[config.mk]
export PLATFORM = sky130hd
export DESIGN_NAME = pgw_walker
export DESIGN_NICKNAME = d
export VERILOG_FILES = /design/src/rtl/pgw_pkg.sv /design/src/rtl/pgw_entry_addr.sv /design/src/rtl/pgw_entry_chk.sv /design/src/rtl/pgw_walker.sv
export SDC_FILE = /design/constraint.sdc
export NUM_CORES = 1
export LEC_CHECK = 0
export ABC_AREA = 0
export BUFFER_PORTS_ARGS = -buffer_cell sky130_fd_sc_hd__buf_2
export CORE_ASPECT_RATIO = 0.8
export CORE_MARGIN = 2
export CORE_UTILIZATION = 38
export CTS_CLUSTER_SIZE = 12
export DETAILED_ROUTE_END_ITERATION = 10
export PLACE_DENSITY = 0.68
export SYNTH_ARGS = -nofsm -noshare
export SYNTH_HDL_FRONTEND = slang
export SYNTH_SLANG_ARGS = --single-unit
[constraint.sdc]
create_clock -name clk -period 1.82 [get_ports clk]
set_clock_uncertainty 0.15 [all_clocks]
set_input_delay 0.364 -clock clk [delete_from_list [all_inputs] [get_ports clk]]
set_output_delay 0.364 -clock clk [all_outputs]
set_load 0.01 [all_outputs]
[src/rtl/pgw_pkg.sv]
package pgw_pkg;

    typedef enum logic [2:0] {
        ST_IDLE,
        ST_RD_TOP,
        ST_WT_TOP,
        ST_RD_LEAF,
        ST_WT_LEAF,
        ST_DONE
    } walk_state_e;

    localparam int unsigned NUM_LEVELS = 2;
    localparam logic        LVL_TOP    = 1'b0;
    localparam logic        LVL_LEAF   = 1'b1;

endpackage

[src/rtl/pgw_entry_addr.sv]
module pgw_entry_addr #(
    parameter int unsigned PA_W  = 32,
    parameter int unsigned OFF_W = 12,
    parameter int unsigned IDX_W = 10
) (
    input  logic [PA_W-OFF_W-1:0] table_base,
    input  logic [IDX_W-1:0]      index,
    output logic [PA_W-1:0]       entry_addr
);
    localparam int unsigned ENTRY_SHIFT = 2;

    logic [PA_W-1:0] base_bytes;
    logic [PA_W-1:0] index_bytes;

    always_comb begin
        base_bytes  = {table_base, {OFF_W{1'b0}}};
        index_bytes = PA_W'(index) << ENTRY_SHIFT;
        entry_addr  = base_bytes + index_bytes;
    end

endmodule

[src/rtl/pgw_entry_chk.sv]
module pgw_entry_chk #(
    parameter int unsigned PA_W  = 32,
    parameter int unsigned OFF_W = 12
) (
    input  logic [PA_W-1:0]       entry,
    output logic                  present,
    output logic [PA_W-OFF_W-1:0] next_base
);
    logic unused_attr_bits;

    always_comb begin
        present          = entry[0];
        next_base        = entry[PA_W-1:OFF_W];
        unused_attr_bits = ^entry[OFF_W-1:1];
    end

endmodule

[src/rtl/pgw_walker.sv]
module pgw_walker
    import pgw_pkg::*;
#(
    parameter int unsigned VA_W  = 32,
    parameter int unsigned PA_W  = 32,
    parameter int unsigned OFF_W = 12
) (
    input  logic                  clk,
    input  logic                  rst_n,
    input  logic [PA_W-1:0]       root_base,
    input  logic                  req_valid,
    input  logic [VA_W-1:0]       req_vaddr,
    output logic                  req_ready,
    output logic                  mem_req_valid,
    input  logic                  mem_req_ready,
    output logic [PA_W-1:0]       mem_req_addr,
    input  logic                  mem_rsp_valid,
    input  logic [PA_W-1:0]       mem_rsp_data,
    output logic                  done,
    output logic                  fault,
    output logic                  fault_level,
    output logic [PA_W-OFF_W-1:0] frame
);
    localparam int unsigned VPN_W   = VA_W - OFF_W;
    localparam int unsigned IDX_W   = VPN_W / 2;
    localparam int unsigned FRAME_W = PA_W - OFF_W;

    typedef struct packed {
        walk_state_e        st;
        logic [VPN_W-1:0]   vpn;
        logic [FRAME_W-1:0] root;
        logic [FRAME_W-1:0] leaf_base;
        logic [FRAME_W-1:0] frame;
        logic               fault;
        logic               lvl;
    } walk_regs_t;

    walk_regs_t r_d, r_q;

    logic [FRAME_W-1:0] lvl_base [NUM_LEVELS];
    logic [IDX_W-1:0]   lvl_idx  [NUM_LEVELS];
    logic [PA_W-1:0]    lvl_addr [NUM_LEVELS];

    logic               ent_present;
    logic [FRAME_W-1:0] ent_base;
    logic               unused_low_bits;

    assign unused_low_bits = ^{req_vaddr[OFF_W-1:0], root_base[OFF_W-1:0]};

    assign lvl_base[0] = r_q.root;
    assign lvl_base[1] = r_q.leaf_base;
    assign lvl_idx[0]  = r_q.vpn[VPN_W-1 -: IDX_W];
    assign lvl_idx[1]  = r_q.vpn[IDX_W-1:0];

    for (genvar g = 0; g < NUM_LEVELS; g++) begin : g_level
        pgw_entry_addr #(
            .PA_W  (PA_W),
            .OFF_W (OFF_W),
            .IDX_W (IDX_W)
        ) u_addr (
            .table_base (lvl_base[g]),
            .index      (lvl_idx[g]),
            .entry_addr (lvl_addr[g])
        );
    end

    pgw_entry_chk #(
        .PA_W  (PA_W),
        .OFF_W (OFF_W)
    ) u_chk (
        .entry     (mem_rsp_data),
        .present   (ent_present),
        .next_base (ent_base)
    );

    always_comb begin
        r_d = r_q;
        unique case (r_q.st)
            ST_IDLE: begin
                if (req_valid) begin
                    r_d.vpn  = req_vaddr[VA_W-1:OFF_W];
                    r_d.root = root_base[PA_W-1:OFF_W];
                    r_d.st   = ST_RD_TOP;
                end
            end
            ST_RD_TOP: begin
                if (mem_req_ready) r_d.st = ST_WT_TOP;
            end
            ST_WT_TOP: begin
                if (mem_rsp_valid) begin
                    if (!ent_present) begin
                        r_d.fault = 1'b1;
                        r_d.lvl   = LVL_TOP;
                        r_d.frame = '0;
                        r_d.st    = ST_DONE;
                    end else begin
                        r_d.leaf_base = ent_base;
                        r_d.st        = ST_RD_LEAF;
                    end
                end
            end
            ST_RD_LEAF: begin
                if (mem_req_ready) r_d.st = ST_WT_LEAF;
            end
            ST_WT_LEAF: begin
                if (mem_rsp_valid) begin
                    r_d.st = ST_DONE;
                    if (!ent_present) begin
                        r_d.fault = 1'b1;
                        r_d.lvl   = LVL_LEAF;
                        r_d.frame = '0;
                    end else begin
                        r_d.fault = 1'b0;
                        r_d.lvl   = LVL_TOP;
                        r_d.frame = ent_base;
                    end
                end
            end
            ST_DONE: begin
                r_d.fault = 1'b0;
                r_d.lvl   = 1'b0;
                r_d.frame = '0;
                r_d.st    = ST_IDLE;
            end
            default: r_d.st = ST_IDLE;
        endcase
    end

    always_ff @(posedge clk or negedge rst_n) begin
        if (!rst_n) r_q <= '0;
        else        r_q <= r_d;
    end

    assign req_ready     = (r_q.st == ST_IDLE);
    assign mem_req_valid = (r_q.st == ST_RD_TOP) || (r_q.st == ST_RD_LEAF);
    assign mem_req_addr  = (r_q.st == ST_RD_LEAF) ? lvl_addr[1] : lvl_addr[0];
    assign done          = (r_q.st == ST_DONE);
    assign fault         = r_q.fault;
    assign fault_level   = r_q.lvl;
    assign frame         = r_q.frame;

    AST_ACCEPT_READS: assert property (@(posedge clk) disable iff (!rst_n)
        req_valid && req_ready |=> mem_req_valid);
    AST_MEM_HOLD: assert property (@(posedge clk) disable iff (!rst_n)
        mem_req_valid && !mem_req_ready |=> mem_req_valid && $stable(mem_req_addr));
    AST_DONE_PULSE: assert property (@(posedge clk) disable iff (!rst_n)
        done |=> !done);
    AST_QUIET_RESULT: assert property (@(posedge clk) disable iff (!rst_n)
        !done |-> (frame == '0) && !fault && !fault_level);
    AST_READY_IDLE: assert property (@(posedge clk) disable iff (!rst_n)
        req_ready |-> !mem_req_valid && !done);
    AST_STRAY_RSP: assert property (@(posedge clk) disable iff (!rst_n)
        req_ready && !req_valid |=> req_ready);

endmodule

==> results of run 1 <==
-- area by class of cell --
class | instances | share of cell area
Clock buffer | 9 | 0.0422
Clock inverter | 7 | 0.0197
Inverter | 3 | 0.00211
Multi-Input combinational cell | 144 | 0.299
Sequential cell | 85 | 0.399
Tap cell | 136 | 0.0319
Timing Repair Buffer | 146 | 0.206
-- kinds of logic (layout without fill, tap and decap cells) --
kind of cell    after synthesis  count (layout)  share of synthesized area
mux                          91              91                      0.273
flops                        85              85                      0.548
buf+inv                      43             165                     0.0770
compound gates               32              32                     0.0677
simple gates                 19              19                     0.0332
other cells                   1               2                   0.000966
-- synthesized netlist by cell type, types with 2 or more instances --
library cell / number / area, sq um
mux2_4: 10 / 150
buf_6: 5 / 56.3
o21ai_0: 2 / 10.0
buf_4: 23 / 173
and2b_1: 2 / 15.0
a21oi_1: 2 / 10.0
dfrtp_1: 85 / 2130
nand2_1: 4 / 15.0
mux2_2: 79 / 890
buf_2: 11 / 55.1
inv_1: 3 / 11.3
nor3_1: 2 / 10.0
nor2_1: 2 / 7.51
nor4b_1: 2 / 17.5
a22o_1: 20 / 175
-- layer usage --
| metal | global-route usage | vias up | part of all wire |
|---|---|---|---|
| met5 | 0 | - | 0 |
| met1 | 0.194 | 1325 | 0.44 |
| met4 | 0.0569 | 0 | 0.020 |
| li1 | - | 1188 | - |
| met3 | 0.0481 | 19 | 0.055 |
| met2 | 0.276 | 106 | 0.49 |
-- metrics by stage --
stage | instances | setup TNS [ns] | worst slack (ns)
floorplan | 272 | -0.679 | -0.0226
global placement | 502 | -1.47 | -0.0784
detailed placement | 502 | -1.75 | -0.0776
CTS | 524 | -11.00 | -0.395
global route | 530 | -21.67 | -0.441
finish | 530 | -16.45 | -0.387
-- state kept, by name (all words and copies together), names as in the netlist --
register / cells
r_q: 3
lvl_base: 40
fault: 1
frame: 20
fault_level: 1
lvl_idx: 20
-- worst max path at each step --
| stage | start | end | slack, ns | cells past startpoint |
|---|---|---|---|---|
| floorplan | r_q[83] | mem_req_addr[10] | -0.02 | 5 |
| global placement | r_q[83] | mem_req_addr[23] | -0.08 | 5 |
| detailed placement | r_q[83] | mem_req_addr[19] | -0.08 | 5 |
| CTS | r_q[83] | mem_req_addr[19] | -0.40 | 5 |
| global route | r_q[84] | mem_req_addr[13] | -0.44 | 5 |
| finish | r_q[84] | mem_req_addr[26] | -0.39 | 5 |
-- report_power, final --
part	leakage (nW)	internal, W	switching [W]
clock network	0.159	0.00123	0.000804
logic	1.37	0.00286	0.00191
registers	1.05	0.00283	0.000478
total	2.58	0.00692	0.00320
-- worst reg2reg max path, stage by stage, from the launching register on --
cell	delay (ns)
dfrtp_1	0.43
buf_4	0.16
buf_6	0.12
buf_4	0.15
nor3_4	0.22
buf_12	0.22
mux2_2	0.37
-- timing repair --
| action | CTS | global route |
|---|---|---|
| resized for setup | 24 | 23 |
| hold buffers | 1 | 0 |
| pin swaps | 2 | 11 |
| setup endpoints to repair | 65 | 51 |
| buffers inserted | 5 | 1 |
| endpoints found under the hold margin | 85 | 0 |
| gates cloned | 0 | 5 |
==> flow_summary_export.csv, run 1 <==
group,metric,value,unit
status,status,"finished with violations",
status,violations,"negative setup slack",
routing,drtPass1Iterations,6,
critical_path,crit_chain,"and2b_1 -> nand2_4 -> clkbuf_16 -> mux2_2 -> buf_2",
grt,grt_max_degree,86,
critical_path,worstSetupPathType,"register to output pin",
sta,min_period,2.21,ns
sta,rsz0062_at_grt,"true",
clock_tree,tritoncts,"done",
final_layout,final_cell_mix,"buf_2 (103), dfrtp_1 (85), mux2_2 (64)",
pwr,p_per_area,1900,mW/mm^2
routing,drc,0,
sta,slew_viol_final,0,
grt,gr-total-overflow,0,
final_layout,drive_above_1_share,0.665,
die,io_pins,158,
critical_path,r2r_start,"r_q[82]",
synth,ys_ff_latch,85,
synth,async_flop_share,1.00,
routing,vias,2638,
synth,yosysWarnings,0,
pwr,ir_worst_vdd,0.858,mV
critical_path,crit_path_end_kind,"output pin",
sta,period_share,1.21,
routing,ant_nets,0,
sta,fmax,0.453,GHz
critical_path,reg2reg_depth,6,
place,dpl.hpwl,5590,microns
synth,synth_edf_count,0,
final_layout,final_common_cell,"buf_2",
die,core_region_area,0.00981,sq mm
critical_path,critPathLaunchType,"register",
critical_path,arrival,1.69,ns
clock_tree,cts.htree.levels,3,
sta,hold_viol,0,
routing,drt_iter0_markers,147,
grt,grt_pass1_vias,2702,
final_layout,nets,490,
routing,viasPerCell,4.98,
sta,setup_slack,-0.387,ns
die,die_x,117,microns
synth,synth_flop_cell,"dfrtp_1",
critical_path,critPathTopFamily,"flip-flops",
clock_tree,cts_buffer_depth,2,
grt,track_usage,0.161,
job,maxCapViolations,0,
clock_tree,clk-insertion-delay-late,0.34,ns
synth,ys_seq_area_frac,0.548,
die,start_util,0.396,
sta,setup_viol,113,
min_path,min_to,"frame[2]",
final_layout,multi_input_area,0.00160,sq mm
clock_tree,cts.sinks,85,
final_layout,fillers,814,
critical_path,crit_fanout,9,
final_layout,antenna_cells,0,
sta,whs,0.101,ns
synth,syn_inst,271,
min_path,hold-path-cell-count,2,
routing,routed_wl,9230,microns
grt,antenna_found_initial,0,
final_layout,utilization,0.544,
clock_tree,cts-root-buf,"clkbuf_16",
critical_path,crit_buf_inv,2,
grt,grt_pass1_wl,13400,microns
final_layout,design_area,0.00534,sq mm
synth,syn-cell-area,0.00388,sq mm
die,die-area,0.0110,sq mm
final_layout,regArea,0.00213,sq mm
critical_path,worst_path_max_delay_cell,"dfrtp_1",
synth,syn_area_per_cell,14.3,sq um
pwr,p_leak,2.58,nW
die,die_h,94.4,microns
routing,wire_per_inst,17.4,microns
place,portBuffers,120,
min_path,hold_path.startpoint,"mem_rsp_data[14]",
critical_path,r2r_setup_slack,-0.11,ns
place,gp_congestion,0.725,
critical_path,max_stage_delay,0.35,ns
place,placed_cell_area,0.00459,sq mm
min_path,hold_path.class,"input pin to register",
clock_tree,cts_buffers,9,
pwr,p_total,0.0101,W
critical_path,r2r_end,"lvl_base[4]",
critical_path,cp_data_required_time,1.31,ns
die,placementRows,32,
final_layout,areaGrowthSynthToFinish,37.4,%
synth,synth.distinct_cells,34,
clock_tree,path_clk_slew,0.07,ns
No activity file was read; power rests on OpenSTA's default activity.
==> run 2: changes to the inputs <==
--- a/config.mk
+++ b/config.mk
@@ -10,6 +10,7 @@
 export CORE_ASPECT_RATIO = 0.8
 export CORE_MARGIN = 2
 export CORE_UTILIZATION = 38
+export CTS_BUF_LIST = sky130_fd_sc_hd__clkbuf_4 sky130_fd_sc_hd__clkbuf_8
 export CTS_CLUSTER_SIZE = 12
 export DETAILED_ROUTE_END_ITERATION = 10
 export PLACE_DENSITY = 0.68
==> flow_summary_export.csv, run 2 (synthesis gave the netlist of run 1 again) <==
group,metric,value,unit
pwr,ir_worst_vdd,0.984,mV
sta,whs,0.0737,ns
place,post-place-ws,-0.0776,ns
clock_tree,cts_buffer_depth,2,
grt,grt_pass1_wl,13400,microns
clock_tree,cts.sinks,85,
final_layout,final_cell_mix,"buf_2 (102), dfrtp_1 (85), mux2_2 (71)",
pwr,p_per_area,1820,mW/mm^2
sta,setup_slack,-0.412,ns
critical_path,crit_chain,"and2b_1 -> nand2_4 -> clkbuf_16 -> mux2_2 -> buf_2",
routing,drt_iter0_markers,96,
place,dpl.hpwl,5590,microns
final_layout,antenna_cells,0,
critical_path,crit_path_end_kind,"output pin",
final_layout,drive_above_1_share,0.668,
critical_path,reg2reg_depth,7,
critical_path,arrival,1.72,ns
clock_tree,cts.htree.levels,3,
job,maxCapViolations,0,
die,start_util,0.396,
grt,grt_pass1_vias,2703,
sta,min_period,2.23,ns
grt,gr-total-overflow,0,
place,portBuffers,120,
critical_path,r2r_start,"r_q[82]",
clock_tree,cts-root-buf,"clkbuf_8",
critical_path,r2r_setup_slack,-0.19,ns
critical_path,crit_path_end,"mem_req_addr[26]",
critical_path,worst_path_max_delay_cell,"dfrtp_1",
critical_path,max_stage_delay,0.38,ns
clock_tree,cts_buffers,9,
final_layout,areaGrowthSynthToFinish,34.9,%
clock_tree,tritoncts,"done",
die,die_h,94.4,microns
critical_path,critPathLaunchType,"register",
sta,hold_viol,0,
critical_path,r2r_end,"lvl_base[19]",
pwr,p_leak,2.53,nW
die,placementRows,32,
routing,vias,2575,
status,status,"finished with violations",
routing,ant_nets,0,
sta,rsz0062_at_grt,"true",
die,core_region_area,0.00981,sq mm
sta,setup_viol,106,
sta,fmax,0.448,GHz
min_path,hold_path.class,"input pin to register",
final_layout,nets,490,
status,violations,"negative setup slack",
routing,drtPass1Iterations,4,
routing,drc,0,
die,die-area,0.0110,sq mm
die,die_x,117,microns
clock_tree,path_clk_slew,0.09,ns
sta,slew_viol_final,0,
critical_path,worstSetupPathType,"register to output pin",
critical_path,crit_fanout,9,
grt,grt_max_degree,86,
sta,period_share,1.23,
routing,wire_per_inst,17.3,microns
routing,viasPerCell,4.86,
place,gp_congestion,0.725,
grt,track_usage,0.160,
final_layout,largest_reg_flops,40,
critical_path,startpoint,"r_q[83]",
die,io_pins,158,
routing,routed_wl,9150,microns
clock_tree,clk-insertion-delay-late,0.36,ns
grt,antenna_found_initial,0,
final_layout,final_common_cell,"buf_2",
critical_path,cp_data_required_time,1.31,ns
-- run 2: cell counts in the layout (fill, tap and decap cells not counted) --
No cell type changed its count.
-- run 2: worst min path at each step --
stage | start | to | slack (ns) | cells past startpoint
floorplan | rst_n | fault | -0.08 | 0
global placement | rst_n | lvl_base[20] | 0.29 | 2
detailed placement | rst_n | lvl_base[20] | 0.29 | 2
CTS | root_base[19] | lvl_base[27] | 0.06 | 2
global route | root_base[19] | lvl_base[27] | 0.06 | 2
finish | mem_rsp_data[20] | frame[8] | 0.07 | 2
-- run 2: worst max-delay path: cells and delay by family (launching register included) --
| family | cells | cell delay, ns |
|---|---|---|
| simple gates | 2 | 0.32 |
| mux | 1 | 0.33 |
| flops | 1 | 0.38 |
| buf+inv | 2 | 0.32 |
-- run 2: power breakdown --
group	total (W)	leakage (nW)	switching [W]	internal, W
Clock	0.00155	0.113	0.000751	0.000797
Combinational	0.00467	1.37	0.00188	0.00279
Sequential	0.00329	1.05	0.000471	0.00282
-- run 2: routing by layer --
metal,global-route usage,vias to the layer above,part of all wire
met5,0,-,0
met3,0.0462,12,0.045
met4,0.0480,0,0.016
met1,0.198,1302,0.44
li1,-,1191,-
met2,0.273,70,0.50
-- run 2: final cells by class --
| type | count | area [sq um] |
|---|---|---|
| clock buffers | 9 | 124 |
| clock inverters | 7 | 105 |
| fillers | 819 | 4570 |
| inverters | 3 | 11.3 |
| multi-input cells | 144 | 1570 |
| flip-flops and latches | 85 | 2130 |
| well taps | 136 | 170 |
| repair buffers | 146 | 1130 |
-- run 2: stage by stage --
step	area [sq um]	instances	utilization	power, W	TNS, ns
global placement	4590	502	0.468	0.00705	-1.47
CTS	4990	522	0.509	0.00920	-12.06
finish	5240	530	0.534	0.00951	-16.74
detailed placement	4590	502	0.468	0.00718	-1.75
floorplan	3890	272	-	0.00606	-0.679
global route	5240	530	0.534	0.0101	-21.69
-- run 2: repair_timing --
item	in CTS	in global routing
endpoints found under the setup margin	64	57
pin swaps	2	11
buffers inserted	3	2
endpoints found under the hold margin	85	0
cloned	0	6
gates resized for setup	25	21
hold buffers	1	0
==> run 3: changes to the inputs <==
--- a/config.mk
+++ b/config.mk
@@ -9,11 +9,12 @@
 export BUFFER_PORTS_ARGS = -buffer_cell sky130_fd_sc_hd__buf_2
 export CORE_ASPECT_RATIO = 0.8
 export CORE_MARGIN = 2
-export CORE_UTILIZATION = 38
+export CORE_UTILIZATION = 45
 export CTS_BUF_LIST = sky130_fd_sc_hd__clkbuf_4 sky130_fd_sc_hd__clkbuf_8
 export CTS_CLUSTER_SIZE = 12
 export DETAILED_ROUTE_END_ITERATION = 10
-export PLACE_DENSITY = 0.68
+export GPL_TIMING_DRIVEN = 0
+export PLACE_DENSITY = 0.78
 export SYNTH_ARGS = -nofsm -noshare
 export SYNTH_HDL_FRONTEND = slang
 export SYNTH_SLANG_ARGS = --single-unit
==> flow_summary_export.csv, run 3 (synthesis gave the netlist of run 1 again) <==
group,metric,value,unit
final_layout,fillers,637,
pwr,p_per_area,1870,mW/mm^2
pwr,p_comb_frac,0.558,
die,io_pins,158,
job,maxCapViolations,0,
die,die-area,0.00939,sq mm
routing,vias,2725,
routing,top_layer,"met4",
sta,setup_slack,-0.551,ns
sta,period_share,1.30,
routing,drt_iter0_markers,70,
grt,grt_pass1_wl,15700,microns
pwr,p_leak,2.81,nW
die,die_h,87.1,microns
clock_tree,cts_buffer_depth,2,
place,post-place-ws,-0.315,ns
clock_tree,clk-insertion-delay-late,0.36,ns
final_layout,drive_above_1_share,0.686,
sta,rsz0062_at_grt,"true",
pwr,clkPwrFrac,0.118,
grt,grt_pass1_vias,3068,
routing,routed_wl,10000,microns
min_path,hold_path.class,"input pin to register",
pwr,p_int,0.00701,W
critical_path,crit_path_end_kind,"output pin",
routing,wire_per_inst,18.7,microns
clock_tree,cts.htree.levels,3,
grt,track_usage,0.224,
pwr,switching_power,0.00334,W
status,status,"finished with violations",
final_layout,largest_reg_flops,40,
sta,slew_viol_final,0,
final_layout,nets,520,
critical_path,arrival,1.86,ns
sta,hold_viol,0,
clock_tree,cts.sinks,85,
critical_path,reg2reg_depth,6,
final_layout,areaGrowthSynthToFinish,42.5,%
sta,setup_tns,-22.56,ns
min_path,hold_path.startpoint,"root_base[12]",
final_layout,design_area,0.00553,sq mm
min_path,min_to,"lvl_base[20]",
critical_path,critPathLaunchType,"register",
clock_tree,tritoncts,"done",
routing,drt-met1-wl,4260,microns
die,die_x,108,microns
grt,grt_max_degree,69,
routing,ant_nets,0,
final_layout,final_cell_mix,"buf_2 (90), dfrtp_1 (85), mux2_2 (48)",
routing,viasPerCell,5.08,
grt,antenna_found_initial,0,
place,dpl.hpwl,6210,microns
critical_path,worstSetupPathType,"register to output pin",
place,placed_cell_area,0.00465,sq mm
die,placementRows,30,
grt,gr-total-overflow,0,
pwr,seqPwrFrac,0.324,
routing,drc,0,
final_layout,final_common_cell,"buf_2",
min_path,hold-path-cell-count,2,
clock_tree,cts-root-buf,"clkbuf_8",
routing,wl_met3,521,microns
final_layout,antenna_cells,0,
routing,dr_wl_met2,5050,microns
sta,min_period,2.37,ns
sta,fmax,0.422,GHz
clock_tree,path_clk_slew,0.09,ns
place,gp_congestion,0.811,
sta,setup_viol,93,
critical_path,crit_fanout,5,
status,violations,"negative setup slack",
critical_path,r2r_setup_slack,-0.15,ns
critical_path,cp_data_required_time,1.31,ns
critical_path,r2r_end,"lvl_base[36]",
pwr,p_total,0.0103,W
pwr,ir_worst_vdd,1.06,mV
clock_tree,cts_buffers,9,
die,start_util,0.460,
routing,drtPass1Iterations,4,
critical_path,r2r_start,"r_q[83]",
place,portBuffers,119,
pwr,swShare,0.322,
die,core_region_area,0.00845,sq mm
==> run 3: changes by cell type in the layout (fill, tap and decap cells not counted), moves of 3 or more <==
cell       change
clkinv_2       +3
buf_2         -12
buf_6         +16
buf_4         +26
clkbuf_16      -4
mux2_2        -23
buf_8          +3
mux2_4        +23
inv_6          -3
==> run 3: layout make-up <==
| cell class | count | area (sq um) | share of cell area |
|---|---|---|---|
| Sequential cell | 85 | 2130 | 0.384 |
| Multi-Input combinational cell | 144 | 1640 | 0.296 |
| Timing Repair Buffer | 136 | 1040 | 0.189 |
| Buffer | 40 | 398 | 0.0719 |
| Tap cell | 112 | 140 | 0.0253 |
| Clock buffer | 10 | 138 | 0.0249 |
| Clock inverter | 6 | 38.8 | 0.00701 |
| Inverter | 3 | 11.3 | 0.00204 |
==> run 3: what timing repair did <==
action                                  in CTS  in global routing
setup buffers                                8                  3
pin swaps                                    3                  2
gates resized for setup                     86                 29
endpoints found under the setup margin      61                113
cloned                                       4                  1
hold endpoints to repair                    17                  0
hold buffers                                 1                  0
==> run 3: metal layers <==
metal | vias to the layer above | global-route usage
met2 | 86 | 0.388
li1 | 1244 | -
met1 | 1376 | 0.270
met4 | 0 | 0.0746
met3 | 19 | 0.0636
met5 | - | 0
==> run 3: stage by stage <==
| stage | utilization | instances | hold slack, ns |
|---|---|---|---|
| 3_5_place_dp | 0.551 | 504 | 0.109 |
| 5_1_grt | 0.655 | 536 | 0.0566 |
| 6_report | 0.655 | 536 | 0.0779 |
| 3_3_place_gp | 0.547 | 503 | 0.314 |
| 2_1_floorplan | - | 272 | -0.0816 |
| 4_1_cts | 0.633 | 533 | 0.0568 |
==> run 3: worst max-delay path, cell delays in order (launching register included) <==
cell	delay [ns]
dfrtp_1	0.41
buf_6	0.12
and2b_2	0.23
nand2_8	0.13
clkbuf_16	0.17
mux2_4	0.31
buf_6	0.12
==> run 3: how the worst max path moves through the flow <==
stage	start	endpoint	slack, ns
2_1_floorplan	r_q[83]	mem_req_addr[10]	-0.02
4_1_cts	r_q[83]	mem_req_addr[21]	-0.57
3_5_place_dp	r_q[83]	mem_req_addr[22]	-0.31
6_report	r_q[83]	mem_req_addr[11]	-0.55
5_1_grt	r_q[84]	mem_req_addr[11]	-0.61
3_3_place_gp	rst_n	lvl_base[14]	-0.45
==> run 3: power groups by stage <==
stage	Combinational [W]	Sequential (W)	Clock (W)
2_1_floorplan	0.00288	0.00318	0
3_3_place_gp	0.00391	0.00327	0
3_5_place_dp	0.00403	0.00334	0
4_1_cts	0.00531	0.00333	0.00127
5_1_grt	0.00612	0.00347	0.00135
6_report	0.00577	0.00335	0.00122
